`config.mk`:
```
export PLATFORM = sky130hd
export DESIGN_NAME = mc_sequencer
export DESIGN_NICKNAME = d
export VERILOG_FILES = /design/src/rtl/mcs_pkg.sv /design/src/rtl/mcs_step_counter.sv /design/src/rtl/mcs_instr_decode.sv /design/src/rtl/mcs_strobe_gen.sv /design/src/rtl/mc_sequencer.sv
export SDC_FILE = /design/constraint.sdc
export NUM_CORES = 1
export LEC_CHECK = 0
export BUFFER_PORTS_ARGS = -buffer_cell sky130_fd_sc_hd__buf_2
export CORE_MARGIN = 4
export CORE_UTILIZATION = 44
export DETAILED_ROUTE_END_ITERATION = 7
export HOLD_SLACK_MARGIN = 0.12
export PLACE_DENSITY = 0.84
export SLEW_MARGIN = 15
export SYNTH_ARGS = -nofsm -noshare
export SYNTH_HDL_FRONTEND = slang
export SYNTH_HIERARCHICAL = 1
export SYNTH_SLANG_ARGS = --single-unit
export TNS_END_PERCENT = 100
```
`constraint.sdc`:
```
create_clock -name clk -period 2.1 [get_ports clk]
set_input_delay 0.315 -clock clk [delete_from_list [all_inputs] [get_ports clk]]
set_output_delay 0.315 -clock clk [all_outputs]
set_load 0.02 [all_outputs]
```
`src/rtl/mcs_pkg.sv`:
```
`timescale 1ns/1ps
// Package: shared opcode encoding for the multicycle control sequencer.
// Assumes the opcode occupies the top OPC_W bits of the instruction byte.
package mcs_pkg;

    localparam int OPC_W = 2;

    typedef enum logic [OPC_W-1:0] {
        OP_ADD   = 2'b00,
        OP_LOAD  = 2'b01,
        OP_JUMP  = 2'b10,
        OP_CJUMP = 2'b11
    } mcs_op_e;

endpackage

```
`src/rtl/mcs_step_counter.sv`:
```
`timescale 1ns/1ps
// Module: mcs_step_counter
// A binary counter that advances every clock and wraps after the last step.
// Each count is decoded into a pulse that is high for one clock period.
// Assumes: rst_n is synchronous and active low, and all pulses stay low
// while it is asserted.
module mcs_step_counter #(
    parameter int NUM_STEPS = 6
) (
    input  logic                 clk,
    input  logic                 rst_n,
    output logic [NUM_STEPS-1:0] step_pulse
);

    localparam int             CNT_W = (NUM_STEPS > 1) ? $clog2(NUM_STEPS) : 1;
    localparam logic [CNT_W-1:0] LAST = CNT_W'(NUM_STEPS - 1);

    logic [CNT_W-1:0] cnt;

    // Advance the step count, wrapping from the last step back to the first.
    always_ff @(posedge clk) begin
        if (!rst_n) begin
            cnt <= '0;
        end else if (cnt == LAST) begin
            cnt <= '0;
        end else begin
            cnt <= cnt + 1'b1;
        end
    end

    // Decode each count value into its own one-cycle pulse.
    for (genvar g = 0; g < NUM_STEPS; g++) begin : g_pulse
        assign step_pulse[g] = rst_n && (cnt == CNT_W'(g));
    end


    step_wrap_chk: assert property (@(posedge clk) disable iff (!rst_n)
        (cnt == LAST) |=> (cnt == '0));


    step_adv_chk: assert property (@(posedge clk) disable iff (!rst_n)
        (cnt != LAST) |=> (cnt == $past(cnt) + 1'b1));


    pulse_single_chk: assert property (@(posedge clk) disable iff (!rst_n)
        $onehot(step_pulse));

endmodule

```
`src/rtl/mcs_instr_decode.sv`:
```
`timescale 1ns/1ps
// Module: mcs_instr_decode
// Splits the instruction byte into four opcode class bits and two one-hot
// register selects, field A and field B.
// Assumes: the opcode is in the top bits, followed by field A and then
// field B.
module mcs_instr_decode
    import mcs_pkg::*;
#(
    parameter  int IDX_W   = 3,
    localparam int NUM_IDX = 1 << IDX_W,
    localparam int INSTR_W = OPC_W + 2 * IDX_W
) (
    input  logic [INSTR_W-1:0] instr,
    output logic               is_add,
    output logic               is_load,
    output logic               is_jump,
    output logic               is_cjump,
    output logic [NUM_IDX-1:0] sel_a,
    output logic [NUM_IDX-1:0] sel_b
);

    mcs_op_e          op;
    logic [IDX_W-1:0] field_a;
    logic [IDX_W-1:0] field_b;

    assign op      = mcs_op_e'(instr[INSTR_W-1 -: OPC_W]);
    assign field_a = instr[2*IDX_W-1 -: IDX_W];
    assign field_b = instr[IDX_W-1:0];

    // Turn the opcode into mutually exclusive class bits.
    always_comb begin
        is_add   = 1'b0;
        is_load  = 1'b0;
        is_jump  = 1'b0;
        is_cjump = 1'b0;
        unique case (op)
            OP_ADD:   is_add   = 1'b1;
            OP_LOAD:  is_load  = 1'b1;
            OP_JUMP:  is_jump  = 1'b1;
            OP_CJUMP: is_cjump = 1'b1;
            default:  ;
        endcase
    end

    // Expand both register fields into one-hot selects.
    for (genvar g = 0; g < NUM_IDX; g++) begin : g_sel
        assign sel_a[g] = (field_a == IDX_W'(g));
        assign sel_b[g] = (field_b == IDX_W'(g));
    end

endmodule

```
`src/rtl/mcs_strobe_gen.sv`:
```
`timescale 1ns/1ps
// Module: mcs_strobe_gen
// Forms every datapath strobe by ANDing the step pulses with the opcode
// class bits and the register selects. The top register index stands for
// the program counter, and the condition flags gate the conditional jump.
// Assumes: class bits and selects stay steady from step 4 to step 6.
module mcs_strobe_gen #(
    parameter  int IDX_W     = 3,
    parameter  int NUM_STEPS = 6,
    localparam int NUM_IDX   = 1 << IDX_W,
    localparam int NUM_GPR   = NUM_IDX - 1,
    localparam int PC_IDX    = NUM_IDX - 1
) (
    input  logic                 clk,
    input  logic                 rst_n,
    input  logic [NUM_STEPS-1:0] step_pulse,
    input  logic                 is_add,
    input  logic                 is_load,
    input  logic                 is_jump,
    input  logic                 is_cjump,
    input  logic [NUM_IDX-1:0]   sel_a,
    input  logic [NUM_IDX-1:0]   sel_b,
    input  logic                 alu_neg,
    input  logic                 alu_zero,
    output logic                 pc_load,
    output logic                 pc_drive,
    output logic                 mar_load,
    output logic                 alu_load,
    output logic                 alu_inc_drive,
    output logic                 alu_add_drive,
    output logic                 mem_read,
    output logic                 mdr_drive,
    output logic                 ir_load,
    output logic [NUM_GPR-1:0]   gpr_load,
    output logic [NUM_GPR-1:0]   gpr_drive
);

    localparam int ST_F1 = 0;
    localparam int ST_F2 = 1;
    localparam int ST_F3 = 2;
    localparam int ST_X1 = 3;
    localparam int ST_X2 = 4;
    localparam int ST_X3 = 5;

    logic               alu_op;
    logic               cond_ok;
    logic [NUM_IDX-1:0] load_sel;
    logic [NUM_IDX-1:0] drive_sel;

    assign alu_op  = is_add | is_jump | is_cjump;
    assign cond_ok = alu_neg | alu_zero;

    // Per-index register strobes: drive A in step 4, drive B in step 5 for
    // ALU classes, then load A (add) or B (load) in step 6.
    for (genvar g = 0; g < NUM_IDX; g++) begin : g_reg
        assign drive_sel[g] = (step_pulse[ST_X1] & sel_a[g])
                            | (step_pulse[ST_X2] & alu_op & sel_b[g]);
        assign load_sel[g]  = (step_pulse[ST_X3] & is_add  & sel_a[g])
                            | (step_pulse[ST_X3] & is_load & sel_b[g]);
    end

    assign gpr_load  = load_sel[NUM_GPR-1:0];
    assign gpr_drive = drive_sel[NUM_GPR-1:0];

    // Fixed fetch strobes merged with the strobes of each instruction class.
    always_comb begin
        pc_drive      = step_pulse[ST_F1] | drive_sel[PC_IDX];
        mar_load      = step_pulse[ST_F1] | (step_pulse[ST_X1] & is_load);
        alu_load      = step_pulse[ST_F1]
                      | ((step_pulse[ST_X1] | step_pulse[ST_X2]) & alu_op);
        alu_inc_drive = step_pulse[ST_F2];
        mem_read      = step_pulse[ST_F2] | (step_pulse[ST_X2] & is_load);
        mdr_drive     = step_pulse[ST_F3] | (step_pulse[ST_X3] & is_load);
        ir_load       = step_pulse[ST_F3];
        alu_add_drive = step_pulse[ST_X3] & alu_op;
        pc_load       = step_pulse[ST_F2]
                      | load_sel[PC_IDX]
                      | (step_pulse[ST_X3] & is_jump)
                      | (step_pulse[ST_X3] & is_cjump & cond_ok);
    end


    one_driver_chk: assert property (@(posedge clk) disable iff (!rst_n)
        $onehot0({pc_drive, alu_inc_drive, alu_add_drive, mdr_drive, gpr_drive}));


    ir_after_read_chk: assert property (@(posedge clk) disable iff (!rst_n)
        ir_load |-> $past(mem_read));


    addr_then_read_chk: assert property (@(posedge clk) disable iff (!rst_n)
        mar_load |=> mem_read);


    cjump_hold_chk: assert property (@(posedge clk) disable iff (!rst_n)
        (is_cjump && alu_add_drive && !alu_neg && !alu_zero) |-> !pc_load);

endmodule

```
`src/rtl/mc_sequencer.sv`:
```
`timescale 1ns/1ps
// Module: mc_sequencer (top)
// A counter-driven control unit for a single-bus register machine. It runs
// a three-step fetch and then three instruction-specific steps for add,
// load, jump and conditional jump.
// Assumes: the datapath updates instr on the edge that closes an ir_load
// cycle.
module mc_sequencer #(
    parameter  int IDX_W     = 3,
    parameter  int NUM_STEPS = 6,
    localparam int INSTR_W   = mcs_pkg::OPC_W + 2 * IDX_W,
    localparam int NUM_GPR   = (1 << IDX_W) - 1
) (
    input  logic               clk,
    input  logic               rst_n,
    input  logic [INSTR_W-1:0] instr,
    input  logic               alu_neg,
    input  logic               alu_zero,
    output logic               pc_load,
    output logic               pc_drive,
    output logic               mar_load,
    output logic               alu_load,
    output logic               alu_inc_drive,
    output logic               alu_add_drive,
    output logic               mem_read,
    output logic               mdr_drive,
    output logic               ir_load,
    output logic [NUM_GPR-1:0] gpr_load,
    output logic [NUM_GPR-1:0] gpr_drive
);

    localparam int NUM_IDX = 1 << IDX_W;

    logic [NUM_STEPS-1:0] step_pulse;
    logic                 is_add;
    logic                 is_load;
    logic                 is_jump;
    logic                 is_cjump;
    logic [NUM_IDX-1:0]   sel_a;
    logic [NUM_IDX-1:0]   sel_b;

    mcs_step_counter #(.NUM_STEPS(NUM_STEPS)) u_count (
        .clk        (clk),
        .rst_n      (rst_n),
        .step_pulse (step_pulse)
    );

    mcs_instr_decode #(.IDX_W(IDX_W)) u_decode (
        .instr    (instr),
        .is_add   (is_add),
        .is_load  (is_load),
        .is_jump  (is_jump),
        .is_cjump (is_cjump),
        .sel_a    (sel_a),
        .sel_b    (sel_b)
    );

    mcs_strobe_gen #(.IDX_W(IDX_W), .NUM_STEPS(NUM_STEPS)) u_strobe (
        .clk           (clk),
        .rst_n         (rst_n),
        .step_pulse    (step_pulse),
        .is_add        (is_add),
        .is_load       (is_load),
        .is_jump       (is_jump),
        .is_cjump      (is_cjump),
        .sel_a         (sel_a),
        .sel_b         (sel_b),
        .alu_neg       (alu_neg),
        .alu_zero      (alu_zero),
        .pc_load       (pc_load),
        .pc_drive      (pc_drive),
        .mar_load      (mar_load),
        .alu_load      (alu_load),
        .alu_inc_drive (alu_inc_drive),
        .alu_add_drive (alu_add_drive),
        .mem_read      (mem_read),
        .mdr_drive     (mdr_drive),
        .ir_load       (ir_load),
        .gpr_load      (gpr_load),
        .gpr_drive     (gpr_drive)
    );

endmodule

```
## After elaboration in Yosys (flattened, before gate mapping)

Index checks and enable logic that the tools add are counted.

- Register bits: 3
- Input port bits: 12
- Output and inout bits: 23
- Logic and storage cells: 110

- Add/sub/neg operators: 1
- Equality and inequality tests: 22
- Mux-type cells: 4
- Bitwise gates (word level): 71
- Reductions and logical operators: 11

Operators by type and width:

| kind | number |
|---|---|
| $and A1 B1 Y1 | 42 |
| $eq A3 B3 Y1 const B | 10 |
| $or A1 B1 Y1 | 28 |
| $eq A3 B2 Y1 const B | 6 |
| $eq A3 B1 Y1 const B | 3 |
| $logic_not A3 Y1 | 3 |
| $logic_and A1 B1 Y1 | 6 |
| $eq A2 B2 Y1 const B | 2 |
| $mux W1 | 4 |
| $add A3 B1 Y3 const B | 1 |
| $eq A2 B1 Y1 const B | 1 |
| $logic_not A2 Y1 | 1 |
| $reduce_or A2 Y1 | 1 |
| $not A1 Y1 | 1 |

## Depth between registers and ports, before layout

- Depth in word-level cells: 8
- Mapped depth: 6
- Depth with buffers taken out: 5

## Hierarchy

Netlist, hierarchy kept.

Modules (own cells, without submodules):

| module | times used | cells each | area an instance (um^2) | sequential area each (um^2) |
|---|---|---|---|---|
| mcs_strobe_gen | 1 | 41 | 302.8 | 0.0 |
| mcs_step_counter | 1 | 23 | 209.0 | 60.1 |
| mcs_instr_decode | 1 | 20 | 152.6 | 0.0 |

## Worst setup path before layout

No wires, ideal clock.

- Path type: reg2out
- Start: register u_count.cnt[0]
- End: output port pc_drive
- Arrival: 1.415 ns
- Data required time: 1.785 ns
- Setup slack: 0.370 ns
- Stages on the path, launching flop included: 6
- Path buffers: 1
- Cells stage by stage: dfxtp_1 -> ha_1 -> ha_1 -> and2_2 -> clkbuf_1 -> a221o_1

- Elaborated cells on any way between the ends: 11
- Classes of those cells: eq/ne (2); bitwise (5); reduce/logical (4)

RTL lines:

| what | line | RTL |
|---|---|---|
| start, declared | mcs_step_counter.sv:18 | `logic [CNT_W-1:0] cnt;` |
| start signal, assigned | mcs_step_counter.sv:27 | `cnt <= cnt + 1'b1;` |
| $eq A3 B2 Y1 | mcs_step_counter.sv:33 | `assign step_pulse[g] = rst_n && (cnt == CNT_W'(g));` |
| $logic_and A1 B1 Y1 | mcs_step_counter.sv:33 |  |
| net step_pulse[3] | mc_sequencer.sv:34 | `logic [NUM_STEPS-1:0] step_pulse;` |
| $and A1 B1 Y1 | mcs_strobe_gen.sv:56 | `assign drive_sel[g] = (step_pulse[ST_X1] & sel_a[g])` |
| $or A1 B1 Y1 | mcs_strobe_gen.sv:57 | `\| (step_pulse[ST_X2] & alu_op & sel_b[g]);` |
| $or A1 B1 Y1 | mcs_strobe_gen.sv:67 | `pc_drive = step_pulse[ST_F1] \| drive_sel[PC_IDX];` |
| end, declared | mc_sequencer.sv:20 | `output logic pc_drive,` |

The timed path passes the listed nets, and every way through them passes these cells.

## Worst setup path in the final report

- Start: register u_count.cnt[0]
- End: output port pc_drive

- Word-level cells in the longest chain between the ends: 6
- Elaborated cells on any way between the ends: 11
- Classes of those cells: eq/ne (2); bitwise (5); reduce/logical (4)

Ends and longest elaborated chain:

| what | line |
|---|---|
| $eq A3 B3 Y1 | mcs_step_counter.sv:33 |
| $logic_and A1 B1 Y1 | mcs_step_counter.sv:33 |
| net step_pulse[4] | mc_sequencer.sv:34 |
| $and A1 B1 Y1 (2 in series) | mcs_strobe_gen.sv:57 |
| $or A1 B1 Y1 | mcs_strobe_gen.sv:57 |
| $or A1 B1 Y1 | mcs_strobe_gen.sv:67 |

The timed path passes the listed nets, and every way through them passes these cells.

==> metrics.cfg <==
[layout]
drive_gt1_frac=0.508
fin_nets=136
largestRegisters=u_count/cnt x3
fin_area_um2=858
largest_register_ffs=3
area_growth_pct=29.2
layout_commonest_cell=buf_2
regMostFlops=u_count/cnt
n_antenna_cell=0
mostFrequentLayoutCells=buf_2 (34), nor2b_1 (10), a22oi_1 (7), a22o_2 (7)

[clock_network]
clkLatencyLatePin_ns=0.23
cts_tree=done
cts_setup_buffers=0
clkTransAtPathRegs_ns=0.03
clock_path_buffers=2
cts_made_buffers=3
clock-sinks=3
root_buffer=clkbuf_4
holdBufCountCts=0
htreeDepth=1
cts_resized=0

[die]
ioPinCount=35
start_util=0.486
fp-row-count=13
die_h_um=46.9
die_w_um=46.9
core-area_mm2=0.00137
die-area_mm2=0.00220

[synthesis]
yosys-mux-area-fraction=0
yosysSeqAreaShare=0.0904
synth_xor_area_frac=0
synth_cell_types=26
synth_area_um2=664
ys_warn_count=6
async_flop_share=0
syn_inst=84
synth_compound_area_frac=0.315
synthAdderAreaFrac=0.0942
synth_edf_count=0
synth_top_family_by_area=simple AND/OR/NAND/NOR gates
ys.flop_type=dfxtp_1
synth_nets=101
synth_simple_gate_area_share=0.422
syn_area_per_cell_um2=7.91
synth-seq-cells=3

[route]
drt_pass1_iterations=4
via_per_inst=5.73
vias=762
wl_per_cell_um=13.1
drc=0
drt_iter0_markers=15
wl_um=1740
ant_nets=0

[global_routing]
grt_use_met2=0.312
use_met1=0.177
met3_usage=0.0383
grt_pass1_wl_um=2700
top_usage_layer=met2
antenna_found_initial=0
grt_pass1_vias=682
gr-total-overflow=0
grt_use_total=0.167
grt_max_degree=12

[sta]
fin_tns_setup_ns=0
layout_setup_ws_ns=0.131
finalHoldViolations=0
rsz0062_at_grt=no
fin_crit_sh=0.937
hold_slack_ns=0.428
relSlewSlack=0.805
final-max-slew-violation-count=0
setup_viol=0
fin_crit_ns=1.97
fin_skew_ns=0.0000921
max_freq_ghz=0.508
tightest_slew_ns=0.292

[setup_path]
crit_arrival_ns=1.65
startpoint_type=flop
worstPathRequired_ns=1.78
crit_fanout=8
critPathKind=reg2out
critPathCaptureType=primary output

[pwr]
power.leakage_nw=0.460
report.power.total_mw=0.298
peakVddDrop_mv=0.322
p_per_area_mw_per_mm2=347

[place]
place_area_um2=831
numPortBuffers=34
dp_hpwl_um=1390
gp_congestion=0.823
pre_cts_ws_ns=0.286

[run]
maxCapViolCount=0

[status]
status=complete, no violations

[hold_path]
hp-class=reg2reg

## cell type report
class                   count  area (µm²)
clock buffers               4        26.3
fillers                   135         508
multi-input cells          71         552
repair buffers             36         185
inverters                   4        15.0
well taps                  15        18.8
flip-flops and latches      3        61.3
## where the power goes
part	total (mW)	internal [mW]	switching (mW)	leakage, nW
clock	0.0970	0.0710	0.0261	0.0150
sequential	0.0684	0.0634	0.00508	0.0250
combinational	0.132	0.0548	0.0775	0.420
total	0.298	0.189	0.109	0.460
## per-layer routing
| metal | vias up | wire (µm) |
|---|---|---|
| met1 | 357 | 676 |
| met5 | - | 0 |
| met2 | 25 | 916 |
| li1 | 378 | - |
| met4 | 0 | 9 |
| met3 | 2 | 142 |
## through the flow
step / std cells / utilization
after floorplan: 84 / -
after global placement: 129 / 0.608
after detailed placement: 129 / 0.608
after CTS: 133 / 0.627
after global routing: 133 / 0.628
final: 133 / 0.628
## synthesized netlist by cell type (2+ instances only)
cell type,number,share of area
ha_1,5,0.094
a22oi_1,7,0.079
inv_1,4,0.023
nor3_1,3,0.023
clkbuf_1,3,0.017
nor2_1,6,0.034
buf_4,2,0.023
nor3b_1,6,0.068
a21o_1,3,0.034
and3b_2,6,0.090
dfxtp_1,3,0.090
and2_1,4,0.038
nor2b_1,10,0.094
and3_2,4,0.045
a22o_2,7,0.11
## kinds of logic after synthesis
logic type                 Yosys count
AOI/OAI and AO/OA                   24
DFF                                  3
buffers and inverters               10
and+or+nand+nor                     42
adders and majority gates            5
## worst max-delay path, stage by stage (launching register included)
cell	delay, ns
dfxtp_2	0.34
inv_1	0.06
ha_1	0.20
and3_2	0.20
o31a_4	0.14
a221o_1	0.33
buf_2	0.16
## worst paths after layout
kind	from	end	cells past startpoint	slack, ns
worst max-delay path	u_count/cnt[0]$_SDFF_PP0_	pc_drive	6	0.13
worst min-delay path	u_count/cnt[0]$_SDFF_PP0_	u_count/cnt[0]$_SDFF_PP0_	1	0.43
worst max register to register	u_count/cnt[1]$_SDFF_PP0_	u_count/cnt[0]$_SDFF_PP0_	4	1.12
worst min register to register	u_count/cnt[0]$_SDFF_PP0_	u_count/cnt[0]$_SDFF_PP0_	1	0.43
Power figures use the tool's default switching activity.
